File: src/rtl/irq_ctrl_pkg.sv
package irq_ctrl_pkg;
  // strobes from the control half to the datapath half
  typedef struct packed {
    logic ackTaken;  // acknowledge accepted while a request is presented
    logic nmiSel;    // the presented source is the non-maskable one
  } ctrlStrobe_t;
endpackage

File: src/rtl/irq_sync.sv
module irq_sync #(
  parameter int WIDTH  = 9,
  parameter int STAGES = 2
) (
  input  logic             clk,
  input  logic             rstN,
  input  logic [WIDTH-1:0] din,
  output logic [WIDTH-1:0] dout,
  output logic [WIDTH-1:0] fallEdge
);
  logic [WIDTH-1:0] stage [STAGES];
  logic [WIDTH-1:0] prevQ;

  always_ff @(posedge clk or negedge rstN) begin
    if (!rstN) begin
      for (int s = 0; s < STAGES; s++) stage[s] <= '1;
      prevQ <= '1;
    end else begin
      stage[0] <= din;
      for (int s = 1; s < STAGES; s++) stage[s] <= stage[s-1];
      prevQ <= stage[STAGES-1];
    end
  end

  assign dout     = stage[STAGES-1];
  assign fallEdge = prevQ & ~dout;
endmodule

File: src/rtl/irq_datapath.sv
module irq_datapath
  import irq_ctrl_pkg::*;
#(
  parameter int NUM_SRC     = 8,
  parameter int SYNC_STAGES = 2
) (
  input  logic               clk,
  input  logic               rstN,
  input  logic [NUM_SRC-1:0] irqLine,
  input  logic               nmiLine,
  input  logic [NUM_SRC-1:0] edgeSel,
  input  logic [NUM_SRC-1:0] maskEn,
  input  logic [NUM_SRC-1:0] edgeClr,
  input  ctrlStrobe_t        strobe,
  output logic [NUM_SRC-1:0] pendVec,
  output logic               nmiPend
);
  localparam int ALL = NUM_SRC + 1;

  logic [ALL-1:0]     syncQ;
  logic [ALL-1:0]     fall;
  logic [NUM_SRC-1:0] edgeLatch;
  logic               nmiLatch;
  logic               nmiClr;

  irq_sync #(.WIDTH(ALL), .STAGES(SYNC_STAGES)) u_sync (
    .clk(clk), .rstN(rstN), .din({nmiLine, irqLine}),
    .dout(syncQ), .fallEdge(fall)
  );

  assign nmiClr = strobe.ackTaken & strobe.nmiSel;

  always_ff @(posedge clk or negedge rstN) begin
    if (!rstN) begin
      edgeLatch <= '0;
      nmiLatch  <= 1'b0;
    end else begin
      // a new edge wins over a simultaneous clear
      edgeLatch <= (edgeLatch & ~edgeClr) | fall[NUM_SRC-1:0];
      nmiLatch  <= (nmiLatch & ~nmiClr) | fall[NUM_SRC];
    end
  end

  assign pendVec = maskEn & ((edgeSel & edgeLatch) | (~edgeSel & ~syncQ[NUM_SRC-1:0]));
  assign nmiPend = nmiLatch;

  generate
    for (genvar i = 0; i < NUM_SRC; i++) begin : g_chk
      p_edge_hold_r2: assert property (@(posedge clk) disable iff (!rstN)
        edgeLatch[i] && !edgeClr[i] |=> edgeLatch[i]);
      p_collide_set_r9: assert property (@(posedge clk) disable iff (!rstN)
        fall[i] |=> edgeLatch[i]);
    end
  endgenerate

  p_nmi_rise_r7: assert property (@(posedge clk) disable iff (!rstN)
    $rose(nmiLatch) |-> $past(fall[NUM_SRC]));
  p_nmi_cleared_r7: assert property (@(posedge clk) disable iff (!rstN)
    strobe.ackTaken && strobe.nmiSel && !fall[NUM_SRC] |=> !nmiLatch);
endmodule

File: src/rtl/irq_control.sv
module irq_control
  import irq_ctrl_pkg::*;
#(
  parameter int NUM_SRC = 8
) (
  input  logic               clk,
  input  logic               rstN,
  input  logic [NUM_SRC-1:0] pendVec,
  input  logic               nmiPend,
  input  logic               rotateMode,
  input  logic               intAck,
  output logic               intReq,
  output logic [$clog2(NUM_SRC):0] vecIdx,
  output ctrlStrobe_t        strobe
);
  localparam int PTRW = $clog2(NUM_SRC);
  localparam int IDXW = PTRW + 1;
  localparam logic [IDXW-1:0] NMI_IDX = IDXW'(NUM_SRC);
  localparam logic [NUM_SRC-1:0] ONE = NUM_SRC'(1);

  logic [PTRW-1:0] ptr;
  logic [PTRW-1:0] selIdx;
  logic            selFound;

  // search from the start point upward, wrapping once around
  always_comb begin
    selFound = 1'b0;
    selIdx   = '0;
    for (int k = 0; k < NUM_SRC; k++) begin
      int c;
      c = rotateMode ? ((int'(ptr) + k) % NUM_SRC) : k;
      if (!selFound && pendVec[c]) begin
        selFound = 1'b1;
        selIdx   = PTRW'(c);
      end
    end
  end

  assign intReq          = nmiPend | selFound;
  assign vecIdx          = nmiPend ? NMI_IDX : {1'b0, selIdx};
  assign strobe.ackTaken = intAck & intReq;
  assign strobe.nmiSel   = nmiPend;

  always_ff @(posedge clk or negedge rstN) begin
    if (!rstN) begin
      ptr <= '0;
    end else if (strobe.ackTaken && !nmiPend && rotateMode) begin
      if (selIdx == PTRW'(NUM_SRC - 1)) ptr <= '0;
      else                              ptr <= selIdx + 1'b1;
    end
  end

  p_idle_r1: assert property (@(posedge clk) disable iff (!rstN)
    !intReq |-> (pendVec == '0) && !nmiPend);
  p_sel_pending_r5: assert property (@(posedge clk) disable iff (!rstN)
    intReq && !nmiPend |-> pendVec[vecIdx[PTRW-1:0]]);
  p_fixed_lowest_r5: assert property (@(posedge clk) disable iff (!rstN)
    intReq && !nmiPend && !rotateMode |->
      ((pendVec & ((ONE << vecIdx[PTRW-1:0]) - ONE)) == '0));
  p_served_demoted_r6: assert property (@(posedge clk) disable iff (!rstN)
    strobe.ackTaken && !nmiPend && rotateMode && (pendVec != '0) |=>
      rotateMode && (pendVec == $past(pendVec)) && ($countones(pendVec) > 1)
      |-> vecIdx != $past(vecIdx));
endmodule

File: src/rtl/irq_ctrl_top.sv
module irq_ctrl_top
  import irq_ctrl_pkg::*;
#(
  parameter int NUM_SRC     = 8,
  parameter int SYNC_STAGES = 2
) (
  input  logic               clk,
  input  logic               rstN,
  input  logic [NUM_SRC-1:0] irqLine,
  input  logic               nmiLine,
  input  logic [NUM_SRC-1:0] edgeSel,
  input  logic [NUM_SRC-1:0] maskEn,
  input  logic               rotateMode,
  input  logic [NUM_SRC-1:0] edgeClr,
  input  logic               intAck,
  output logic               intReq,
  output logic [$clog2(NUM_SRC):0] vecIdx
);
  ctrlStrobe_t        strobe;
  logic [NUM_SRC-1:0] pendVec;
  logic               nmiPend;

  irq_datapath #(.NUM_SRC(NUM_SRC), .SYNC_STAGES(SYNC_STAGES)) u_dp (
    .clk(clk), .rstN(rstN), .irqLine(irqLine), .nmiLine(nmiLine),
    .edgeSel(edgeSel), .maskEn(maskEn), .edgeClr(edgeClr), .strobe(strobe),
    .pendVec(pendVec), .nmiPend(nmiPend)
  );

  irq_control #(.NUM_SRC(NUM_SRC)) u_ctl (
    .clk(clk), .rstN(rstN), .pendVec(pendVec), .nmiPend(nmiPend),
    .rotateMode(rotateMode), .intAck(intAck), .intReq(intReq),
    .vecIdx(vecIdx), .strobe(strobe)
  );
endmodule

File: config.mk
export PLATFORM = sky130hd
export DESIGN_NAME = irq_ctrl_top
export DESIGN_NICKNAME = d
export VERILOG_FILES = /design/src/rtl/irq_ctrl_pkg.sv /design/src/rtl/irq_sync.sv /design/src/rtl/irq_datapath.sv /design/src/rtl/irq_control.sv /design/src/rtl/irq_ctrl_top.sv
export SDC_FILE = /design/constraint.sdc
export NUM_CORES = 1
export LEC_CHECK = 0
export ABC_AREA = 1
export BUFFER_PORTS_ARGS = -buffer_cell sky130_fd_sc_hd__buf_2
export CORE_ASPECT_RATIO = 0.8
export CORE_UTILIZATION = 50
export CTS_CLUSTER_SIZE = 25
export DETAILED_ROUTE_END_ITERATION = 10
export PLACE_DENSITY_LB_ADDON = 0.25
export SYNTH_ARGS = -nofsm -noshare
export SYNTH_HDL_FRONTEND = slang
export SYNTH_SLANG_ARGS = --single-unit
File: constraint.sdc
create_clock -name clk -period 2.7 [get_ports clk]
set_clock_uncertainty 0.1 [all_clocks]
set_input_delay 0.405 -clock clk [delete_from_list [all_inputs] [get_ports clk]]
set_output_delay 0.405 -clock clk [all_outputs]
set_load 0.02 [all_outputs]
# Word level (Yosys, flattened, before mapping)

Cells that the tools add are included.

Bits in latches: 0
Bits in writable memories: 0
Memories: 0
Register bits: 39
Word-level logic and storage cells: 121
Bits of input ports: 37
ROM bits: 0

Bitwise operators: 24
Shifts and indexed selects: 0
Reduce and logical (&&, ||, !) cells: 24
Equality and inequality tests: 1
Magnitude comparators: 8
Multiply operators: 0
Add/sub/neg operators: 8
Div/mod/pow operators: 0
Muxes and demuxes: 50

Operator list:

| cell                                                         | count |
|---|---|
| less-than comparator 32 x 5 -> 1 bit (second input constant) | 8 |
| 2-to-1 mux 32 bit                                            | 7 |
| AND 8 bit                                                    | 4 |
| 2-to-1 mux 3 bit                                             | 10 |
| binary-select mux 1 bit (select 3 bit)                       | 8 |
| 2-to-1 mux 1 bit                                             | 24 |
| inverter 8 bit                                               | 3 |
| OR reduction 3 bit                                           | 7 |
| OR 8 bit                                                     | 2 |
| adder 3 bit (second input constant)                          | 4 |
| AND 9 bit                                                    | 1 |
| logical AND 1 bit                                            | 9 |
| inverter 9 bit                                               | 1 |
| logical NOT 1 bit                                            | 8 |
| AND 1 bit (first input constant)                             | 7 |
| adder 3 x 1 -> 3 bit (second input constant)                 | 2 |
| adder 3 x 2 -> 3 bit (second input constant)                 | 2 |
| 2-to-1 mux 4 bit                                             | 1 |
| AND 1 bit                                                    | 3 |
| == test 3 bit (second input constant)                        | 1 |
| OR 1 bit                                                     | 2 |
| inverter 1 bit                                               | 1 |

# Longest topological paths before layout

Gate-level depths: netlist (run 1).

Depth in word-level cells: 35
Mapped depth: 22
Depth with buffers taken out: 22

# Hierarchy

Synthesis (run 1) repeated with hierarchy kept, for this count alone.

Cell total of the unflattened synthesis: 292
Area, all modules: 2252.2 sq um

By module, submodules not included:

| module       | cells an instance | area each (sq um) | instances | sequential area each (sq um) |
|---|---|---|---|---|
| irq_control  | 169               | 904.6             | 1         | 75.1 |
| irq_sync     | 54                | 867.1             | 1         | 709.4 |
| irq_datapath | 69                | 480.5             | 1         | 225.2 |

# Worst setup path after synthesis (run 1)

OpenSTA, ideal clock, no wires.

Path type: reg-to-output
Start: reg u_ctl.ptr[0]
End: out vecIdx[1]
Path buffers: 0
Cell stages (with the launch flop): 16
Arrival time: 2218 ps
Slack: -23 ps
Required time: 2195 ps
Path through: dfrtp_1 -> inv_1 -> ha_1 -> nand2_2 -> inv_1 -> nand3_1 -> nand3_2 -> nand2_2 -> nand3_2 -> nor2_4 -> nand3_4 -> clkinv_2 -> nand2_1 -> nand2_1 -> o21ai_1 -> a21oi_1

Cells in the longest elaborated chain, start to end: 27
Elaborated cells between the ends (all ways): 69
Those cells by class: add/sub: 7; mux: 48; reduce/logical: 14

RTL lines:

| item                                                          | RTL line           | RTL |
|---|---|---|
| start: declaration                                            | irq_control.sv:21  | `logic [PTRW-1:0] ptr;` |
| start signal: assignment                                      | irq_control.sv:49  | `else ptr <= selIdx + 1'b1;` |
| branches (longest 25 deep; another with adder 3 x 1 -> 3 bit) | --                 |  |
| 2-to-1 mux 3 bit (*)                                          | irq_control.sv:32  | `if (!selFound && pendVec[c]) begin` |
| 2-to-1 mux 4 bit (*)                                          | irq_control.sv:40  | `assign vecIdx = nmiPend ? NMI_IDX : {1'b0, selIdx};` |
| end: declaration                                              | irq_ctrl_top.sv:17 | `output logic [$clog2(NUM_SRC):0] vecIdx` |

Mark *: on every way between the ends. The select of a mux whose other input is x is not followed.

# Worst setup path after layout (run 1)

Same ends and word-level chain as after synthesis.

==> results of run 1 <==
-- cell type report --
type	instances	area, um2
inverter	53	219
timing repair buffer	103	729
clock buffer	6	82.6
sequential	39	1010
fill	248	790
clock inverter	2	16.3
tap	57	71.3
multi-input combinational	206	1360
-- flip-flops by register name (all words and copies together) (netlist names) --
signal and flops:
u_dp.u_sync.stage 9, u_dp.nmiPend 1, u_dp.u_sync.prevQ 9, u_ctl.ptr 3, u_dp.edgeLatch 8, u_dp.u_sync.dout 9
-- logic make-up (layout without fill, tap and decap cells) --
kind of cell    Yosys count  after routing  synth area share [%]
simple gates            182            183                  38.6
buf+inv                  57            164                  10.7
flops                    39             39                  44.3
compound gates           20             20                  4.83
fa+ha+maj                 3              3                  1.65
-- Yosys cell counts, types with 3 or more instances --
master / count
nand2_1: 83
nand3_1: 50
inv_1: 47
dfstp_2: 27
nand4_1: 18
nor2_1: 14
dfrtp_1: 12
o22ai_1: 6
nand2_2: 5
o21ai_0: 5
a21oi_1: 4
nand3_2: 4
ha_1: 3
o21ai_1: 3
-- layout by cell type (no fill, tap or decap), types with 3 or more instances in the layout --
| cell | Yosys | routed |
|---|---|---|
| inv_2 | 2 | 10 |
| inv_4 | 2 | 3 |
| buf_4 | 2 | 53 |
| buf_6 | 2 | 13 |
| nor2_4 | 1 | 4 |
| nand2_2 | 5 | 12 |
| clkbuf_8 | 0 | 6 |
| nand3_4 | 1 | 5 |
| nand2_4 | 2 | 11 |
| nand3_1 | 50 | 27 |
| buf_2 | 0 | 37 |
| nand4_1 | 18 | 18 |
| dfstp_2 | 27 | 27 |
| nor2_2 | 1 | 5 |
| nand3_2 | 4 | 23 |
| inv_1 | 47 | 37 |
| o22ai_1 | 6 | 6 |
| o21ai_0 | 5 | 5 |
| nor2_1 | 14 | 7 |
| dfrtp_1 | 12 | 11 |
| nand2_1 | 83 | 67 |
-- power groups by stage --
stage / Clock (W) / Sequential (W) / Combinational, W
after floorplan: 0 / 0.000700 / 0.000972
after global placement: 0 / 0.000701 / 0.00143
after detailed placement: 0 / 0.000704 / 0.00145
after CTS: 0.000427 / 0.000697 / 0.00193
after global routing: 0.000461 / 0.000719 / 0.00276
final: 0.000424 / 0.000716 / 0.00264
-- per-stage QoR --
step	setup slack, ns	power, W	hold WS [ns]
3_3_place_gp	-0.0697	0.00213	0.245
6_report	-0.472	0.00378	0.0845
3_5_place_dp	-0.144	0.00215	0.247
2_1_floorplan	0.0685	0.00167	0.00941
5_1_grt	-0.596	0.00394	0.0851
4_1_cts	-0.257	0.00306	0.0920
-- critical path, delay by kind of cell (launching register included) --
| family | cells | cell delay (ns) |
|---|---|---|
| compound gates | 2 | 0.25 |
| buf+inv | 6 | 0.68 |
| flops | 1 | 0.45 |
| simple gates | 9 | 1.01 |
-- per-layer routing --
layer	vias up	wire (um)	global-route usage, %
met5	-	0	0
met4	0	583	11.3
met3	81	1010	6.13
met2	267	3920	47.5
met1	1254	3150	38.8
li1	1201	-	-
-- worst paths after layout --
path                                         end  slack, ns  cells after the start
min                            u_dp.edgeLatch[1]       0.08                      1
min in group clk           u_dp.u_sync.stage[11]       0.09                      1
max reg2reg                         u_ctl.ptr[1]      -0.26                     18
min reg2reg                  u_dp.u_sync.dout[3]       0.25                      0
max                                    vecIdx[1]      -0.47                     17
max in group asynchronous           u_ctl.ptr[0]       1.85                      1
-- repair_timing --
item                                   CTS  global route
hold buffers                             0             0
setup endpoints to repair                5             6
pin swaps                               24            33
endpoints found under the hold margin    0             0
cloned                                   1             0
gates resized for setup                 42            65
buffers inserted                        30             5
==> reports/metrics.cfg, run 1 <==
[detailed_routing]
ant_nets=0
viasPerCell=6.02
wire_per_inst_um=18.6
drt-initial-drc-count=430
wl_um=8660
drc=0
drt_first_pass_iters=6
vias=2803

[logic_synthesis]
synth_top_cell_by_area=dfstp_2
synth_top_area_share_pct=31.1
synth_nets=341
ys.warnings.count=0
syn_area_per_cell_um2=7.57
synth.distinct_cells=28
synthArstFlopShare_pct=100
synthCells=301
synth_ff_type=dfstp_2
syn_area_mm2=0.00228
synth-edff-count=0
synth.area.top_cells=dfstp_2, nand2_1, dfrtp_1
ys_ff_latch=39
yosysSeqAreaShare_pct=44.3

[pwr]
vdd_drop_max_uv=826
p_comb_share_pct=69.8
p_seq_share_pct=19.0
p_per_area_mw_per_mm2=1080
p_switching_w=0.00177
internal_power_w=0.00201
p_sw_share_pct=46.9
cellLeakagePower_nw=1.81
power_frac_clock_pct=11.2

[run_status]
status=complete, but fails checks
violations=setup timing

[floorplanning]
die_x_um=77.5
initial_core_util_pct=53.2
die_h_um=62.4
io-pin-count=42
rows=21
dieArea_mm2=0.00483
core_region_area_mm2=0.00428

[place]
io_buffer_count=41
post-place-cells=422
placed_area_mm2=0.00273
hpwl_um=4060
gp_congestion=0.965

[setup_path]
worstSetupEndpointType=primary output
path_max_fanout=6
cp.arrival_ns=2.67
cpMostUsedCell=nand2_1
cpMaxStageDelayCell=dfrtp_2
critPathMaxStageDelay_ns=0.45
reg2reg_from=u_ctl.ptr[2]
path_cells=buf_6 -> nand2_8 -> inv_8 -> buf_4 -> nand2_1 -> nand3_2 -> nand2_1 -> nand2_1 -> nand2_1 -> inv_2 -> nand3_4 -> clkinv_4 -> nand2_4 -> nand2_2 -> o21ai_2 -> a21oi_2 -> buf_4
critPathLaunchType=flip-flop
startpoint=u_ctl.ptr[0]
required_ns=2.19
crit_type=flip-flop to primary output

[global_routing]
grt_pass1_vias=2370
antenna_found_initial=0
grt_pass1_wl_um=10900
grt-ovfl-total=0
grt_usage_pct=29.4
grt_max_degree=40

[sta]
maxSlewHeadroom_pct=46.3
setup-violations-final=7
fmax_mhz=315
post-route-period-util_pct=117
tightest_slew_ns=0.806
tns_ns=-2.37
rsz0062_at_grt=yes
hold_viol=0
setup_slack_ns=-0.472
drv_slew=0
layout_min_cycle_time_ns=3.17

[clock_tree]
clock_latency_ns=0.30
clock-sinks=39
cts_tree=done
cts.clk_slew.worst_paths_ns=0.08
htreeDepth=2
clock_path_buffers=2
cts_root_buf=clkbuf_8
cts_inserted_buffers=5

[min_path]
hp-class=input pin to async pin

[finish]
synthToLayoutAreaGrowth_pct=53.3
drive_above_1_share_pct=54.8
final_cell_count_no_fill=466
nets=448
antenna_cells=0
utilization_pct=81.6
finalInstanceArea_mm2=0.00349

[job]
drv_cap=0

(Power assumes the default switching activity.)
==> inputs of run 2 (changes only) <==
SKIP_CTS_REPAIR_TIMING = 1   (was unset)
==> run 2 against run 1 <==
Compared with the run above: fmax up 3.7%; critical endpoint is now vecIdx[0]; register-to-register slack better by 0.24 ns; setup slack better by 0.11 ns; via count down 20%; utilization down 11 points; wire length down 36%; the run still ends with setup timing left; highest routed layer unchanged; first-iteration DRC count down 62%; flip-flop and latch count unchanged; non-clock buffer count down 24; clock power down 1%.
==> reports/metrics.cfg, run 2 (synthesis results as in run 1) <==
[finish]
multi_input_area_mm2=0.00112  ; was 0.00136 mm2
drive_above_1_share_pct=40.6  ; was 54.8%
layout_commonest_cell=nand2_1  ; unchanged
most-common-layout-cells=nand2_1, nand3_1, inv_1, buf_2, buf_4  ; was nand2_1, buf_4, inv_1, buf_2
final_cell_count_no_fill=441  ; was 466
antenna_cells=0  ; unchanged
utilization_pct=70.6  ; was 81.6%
nets=423  ; was 448
fill_cells=348  ; was 248
synthToLayoutAreaGrowth_pct=32.7  ; was 53.3%
register_area_mm2=0.00101  ; about the same

[clock_tree]
cts.clk_slew.worst_paths_ns=0.08  ; about the same
clock_path_buffers=2  ; unchanged
htreeDepth=2  ; unchanged
cts_root_buf=clkbuf_8  ; unchanged
clock-sinks=39  ; unchanged
clock_latency_ns=0.30  ; about the same
cts_inserted_buffers=5  ; unchanged
cts_tree=done  ; unchanged

[setup_path]
worstSetupEndpointType=primary output  ; unchanged
critPathLaunchType=flip-flop  ; unchanged
r2r_end=u_ctl.ptr[2]  ; was u_ctl.ptr[1]
crit_type=flip-flop to primary output  ; unchanged
required_ns=2.19  ; about the same
regToRegSetupSlack_ns=-0.02  ; was -0.26 ns
reg2reg_from=u_ctl.ptr[0]  ; was u_ctl.ptr[2]
ff2ff_path_depth=20  ; was 18
cp.arrival_ns=2.55  ; was 2.67 ns
path_max_fanout=7  ; was 6

[place]
post-place-cells=422  ; unchanged
gp_congestion=0.965  ; unchanged
hpwl_um=4060  ; unchanged
io_buffer_count=41  ; unchanged

[detailed_routing]
wire_per_inst_um=12.6  ; was 18.6 um
drt_first_pass_iters=4  ; was 6
wl_um=5560  ; was 8660 um
ant_nets=0  ; unchanged
vias=2243  ; was 2803
drc=0  ; unchanged
drt-initial-drc-count=163  ; was 430
viasPerCell=5.09  ; was 6.02

[pwr]
p_per_area_mw_per_mm2=967  ; was 1080 mW/mm2
cellLeakagePower_nw=1.60  ; was 1.81 nW
vdd_drop_max_uv=552  ; was 826 uV

[global_routing]
grt_pass1_wl_um=8630  ; was 10900 um
grt_usage_pct=22.9  ; was 29.4%
antenna_found_initial=0  ; unchanged
grt_pass1_vias=1936  ; was 2370
grt-ovfl-total=0  ; unchanged
grt_max_degree=40  ; unchanged

[floorplanning]
core_region_area_mm2=0.00428  ; unchanged
rows=21  ; unchanged
die_x_um=77.5  ; unchanged
dieArea_mm2=0.00483  ; unchanged
initial_core_util_pct=53.2  ; unchanged
die_h_um=62.4  ; unchanged
io-pin-count=42  ; unchanged

[sta]
hold_viol=0  ; unchanged
drv_slew=0  ; unchanged
rsz0062_at_grt=yes  ; unchanged
fmax_mhz=327  ; was 315 MHz
setup-violations-final=5  ; was 7
tightest_slew_ns=0.793  ; was 0.806 ns
layout_min_cycle_time_ns=3.06  ; was 3.17 ns
setup_slack_ns=-0.358  ; was -0.472 ns
post-route-period-util_pct=113  ; was 117%
maxSlewHeadroom_pct=47.2  ; was 46.3%

[run_status]
violations=setup timing  ; unchanged
status=complete, but fails checks  ; unchanged

[min_path]
hp-class=input pin to async pin  ; unchanged

[job]
drv_cap=0  ; unchanged

run 2: area by class of cell:
type / instances / area share, %
Timing Repair Buffer: 79 / 16.8
Tap cell: 57 / 2.36
Inverter: 53 / 7.00
Multi-Input combinational cell: 205 / 37.1
Clock buffer: 6 / 2.73
Clock inverter: 2 / 0.538
Sequential cell: 39 / 33.4
run 2: worst max-delay path: stages, from the launching register on:
cell      delay [ns]
dfrtp_1         0.41
inv_1           0.06
ha_1            0.29
nand2_2         0.09
inv_2           0.15
nand3_2         0.10
nand3_2         0.11
nand2_4         0.08
buf_4           0.14
a21oi_1         0.22
nand2_1         0.08
o21ai_0         0.07
nand3b_1        0.15
nand2_2         0.08
nor2_2          0.11
buf_6           0.12
run 2: worst max-delay path by stage:
stage / start / endpoint / slack, ns
finish: u_ctl.ptr[0] / vecIdx[0] / -0.36
global route: u_ctl.ptr[0] / vecIdx[0] / -0.54
CTS: u_ctl.ptr[0] / vecIdx[1] / -0.39
detailed placement: rotateMode / u_ctl.ptr[2] / -0.14
global placement: rotateMode / u_ctl.ptr[2] / -0.07
floorplan: u_ctl.ptr[0] / vecIdx[1] / 0.07
run 2: power by group:
group          internal [W]  switching, W  leakage [nW]
Clock              0.000208      0.000210        0.0474
Combinational      0.000768       0.00104          1.12
Sequential         0.000653     0.0000453         0.431
run 2: metrics by stage:
| step | TNS, ns | worst slack, ns | total power [W] | hold WS (ns) | area (um2) |
|---|---|---|---|---|---|
| 6_report | -1.34 | -0.358 | 0.00292 | 0.0952 | 3020 |
| 5_1_grt | -2.36 | -0.535 | 0.00316 | 0.0850 | 3020 |
| 4_1_cts | -1.44 | -0.389 | 0.00258 | 0.0920 | 2830 |
| 3_5_place_dp | -0.571 | -0.144 | 0.00215 | 0.247 | 2730 |
| 3_3_place_gp | -0.259 | -0.0697 | 0.00213 | 0.245 | 2730 |
| 2_1_floorplan | 0 | 0.0685 | 0.00167 | 0.00941 | 2280 |
run 2: layer usage:
metal | GRT usage (%) | share of wire [%]
met1 | 33.3 | 47
met2 | 32.6 | 46
met3 | 6.86 | 5.8
met4 | 7.08 | 0.95
met5 | 0 | 0
==> inputs of run 3 (changes only) <==
CORE_UTILIZATION = 55   (was 50)
REMOVE_ABC_BUFFERS = 1   (was unset)
clock period = 3.4 ns   (was 2.7 ns; I/O delays follow)
==> run 3 against run 2 <==
Compared with the run above: highest routed layer unchanged; cell count down 7.3%; critical path depth up 1; clock-buffer cell count unchanged; the run now ends clean; design area down 9.1%.
==> reports/metrics.cfg, run 3 (synthesis results as in run 1) <==
[sta]
drv_slew=0  ; unchanged
tightest_slew_ns=0.819  ; was 0.793 ns
layout_min_cycle_time_ns=3.29
setup-violations-final=0  ; was 5
maxSlewHeadroom_pct=45.4  ; was 47.2%
post-route-period-util_pct=96.8
hold_viol=0  ; unchanged
fmax_mhz=304
hold_slack_ns=0.202  ; was 0.0952 ns

[finish]
final_cell_count_no_fill=409  ; was 441
layout_commonest_cell=nand2_1  ; unchanged
utilization_pct=70.9  ; was 70.6%
fill_cells=335  ; was 348
most-common-layout-cells=nand2_1, nand3_1, inv_1, buf_2, dfstp_2  ; was nand2_1, nand3_1, inv_1, buf_2, buf_4
finalInstanceArea_mm2=0.00275  ; was 0.00302 mm2
synthToLayoutAreaGrowth_pct=20.6  ; was 32.7%
antenna_cells=0  ; unchanged
drive_above_1_share_pct=32.5  ; was 40.6%
nets=393  ; was 423

[setup_path]
worstSetupEndpointType=primary output  ; unchanged
required_ns=2.79  ; was 2.19 ns
path_max_fanout=7  ; unchanged
path_cells=inv_2 -> ha_4 -> nand2_2 -> clkinvlp_4 -> nand3_2 -> nand3_2 -> nand2_2 -> nand3_2 -> nor2_4 -> nand3_4 -> inv_4 -> nand3_1 -> nand3b_1 -> nand2_2 -> nor2_1 -> buf_4  ; was inv_1 -> ha_1 -> nand2_2 -> inv_2 -> nand3_2 -> nand3_2 -> nand2_4 -> buf_4 -> a21oi_1 -> nand2_1 -> o21ai_0 -> nand3b_1 -> nand2_2 -> nor2_2 -> buf_6
crit_type=flip-flop to primary output  ; unchanged
critPathLaunchType=flip-flop  ; unchanged
critPathMaxStageDelay_ns=0.48  ; was 0.41 ns
cp.arrival_ns=2.68  ; was 2.55 ns
cpMaxStageDelayCell=dfrtp_2  ; was dfrtp_1

[clock_tree]
cts_root_buf=clkbuf_8  ; unchanged
clock-sinks=39  ; unchanged
clock_path_buffers=2  ; unchanged
cts_inserted_buffers=5  ; unchanged
cts.clk_slew.worst_paths_ns=0.09  ; was 0.08 ns
clock_latency_ns=0.30  ; about the same
htreeDepth=2  ; unchanged
cts_tree=done  ; unchanged

[pwr]
p_switching_w=0.000940  ; was 0.00129 W
total_power_w=0.00209  ; was 0.00292 W
p_seq_share_pct=27.0  ; was 23.9%
internal_power_w=0.00115  ; was 0.00163 W
p_per_area_mw_per_mm2=761  ; was 967 mW/mm2
p_sw_share_pct=45.0  ; was 44.3%
power_frac_clock_pct=18.5  ; was 14.3%
vdd_drop_max_uv=399  ; was 552 uV
cellLeakagePower_nw=1.44  ; was 1.60 nW
p_comb_share_pct=54.5  ; was 61.8%

[run_status]
status=completed  ; was complete, but fails checks

[detailed_routing]
wire_per_inst_um=12.7  ; was 12.6 um
drt_first_pass_iters=4  ; unchanged
drt-initial-drc-count=176  ; was 163
ant_nets=0  ; unchanged
drc=0  ; unchanged
vias=2155  ; was 2243
viasPerCell=5.27  ; was 5.09
wl_um=5210  ; was 5560 um

[place]
io_buffer_count=41  ; unchanged
hpwl_um=3840  ; was 4060 um
placed_area_mm2=0.00252  ; was 0.00273 mm2
post-place-cells=394  ; was 422
gp_congestion=0.956  ; was 0.965

[floorplanning]
io-pin-count=42  ; unchanged
die_x_um=74.0  ; was 77.5 um
rows=20  ; was 21
core_region_area_mm2=0.00388  ; was 0.00428 mm2
initial_core_util_pct=58.7  ; was 53.2%
dieArea_mm2=0.00441  ; was 0.00483 mm2
die_h_um=59.6  ; was 62.4 um

[global_routing]
grt_pass1_vias=1822  ; was 1936
grt_max_degree=40  ; unchanged
grt_pass1_wl_um=8220  ; was 8630 um
antenna_found_initial=0  ; unchanged
grt_usage_pct=25.5  ; was 22.9%
grt-ovfl-total=0  ; unchanged

[min_path]
hp-class=input pin to async pin  ; unchanged

[job]
drv_cap=0  ; unchanged

[run 3: cell types whose count changed in the layout (fill, tap and decap cells not counted), moves of 3 or more]
| cell | previous run | this run |
|---|---|---|
| buf_4 | 38 | 9 |
| nand2_1 | 77 | 81 |
| nor2_1 | 10 | 13 |
| nor2_2 | 5 | 2 |
[run 3: power groups by stage]
stage                     registers, W  clock network (W)  logic [W]
after floorplan               0.000557                  0   0.000746
after global placement        0.000564                  0   0.000965
after detailed placement      0.000566                  0   0.000986
after CTS                     0.000558           0.000394   0.000992
after global routing          0.000569           0.000411    0.00127
final                         0.000564           0.000387    0.00114
[run 3: path summary, 6_finish.rpt]
kind / cells after the start / slack, ns / endpoint / start
worst max-delay path: 16 / 0.11 / vecIdx[0] / u_ctl.ptr[0]
worst min-delay path: 1 / 0.20 / u_ctl.ptr[1] / rstN
worst max register to register: 19 / 0.66 / u_ctl.ptr[2] / u_ctl.ptr[0]
worst min register to register: 0 / 0.25 / u_dp.u_sync.dout[4] / u_dp.u_sync.stage[13]
max in group asynchronous: 1 / 2.44 / u_ctl.ptr[0] / rstN
min in group clk: 1 / 0.20 / u_dp.u_sync.stage[17] / nmiLine
[run 3: layout make-up]
type / count / area [um2] / share of cell area [%]
repair buffers: 49 / 274 / 9.97
clock inverters: 2 / 37.5 / 1.37
inverters: 53 / 210 / 7.65
clock buffers: 6 / 72.6 / 2.64
multi-input cells: 205 / 1070 / 39.1
flip-flops and latches: 39 / 1010 / 36.8
well taps: 55 / 68.8 / 2.50
[run 3: per-stage QoR]
| step | setup slack (ns) | setup TNS [ns] |
|---|---|---|
| 2_1_floorplan | 0.572 | 0 |
| 3_3_place_gp | 0.394 | 0 |
| 3_5_place_dp | 0.308 | 0 |
| 4_1_cts | 0.106 | 0 |
| 5_1_grt | -0.0579 | -0.0637 |
| 6_report | 0.110 | 0 |
[run 3: per-layer routing]
metal | vias to the layer above | track usage (%) | share of wire [%]
met5 | - | 0 | 0
met4 | 0 | 9.07 | 1.8
met3 | 11 | 4.93 | 6.2
met2 | 71 | 37.5 | 45
met1 | 991 | 37.5 | 47
li1 | 1082 | - | -
[run 3: worst max-delay path: cells and delay by family, from the launching register on]
kind / cells / cell delay (ns)
simple gates: 11 / 1.20
buf+inv: 4 / 0.51
flops: 1 / 0.48
fa+ha+maj: 1 / 0.19
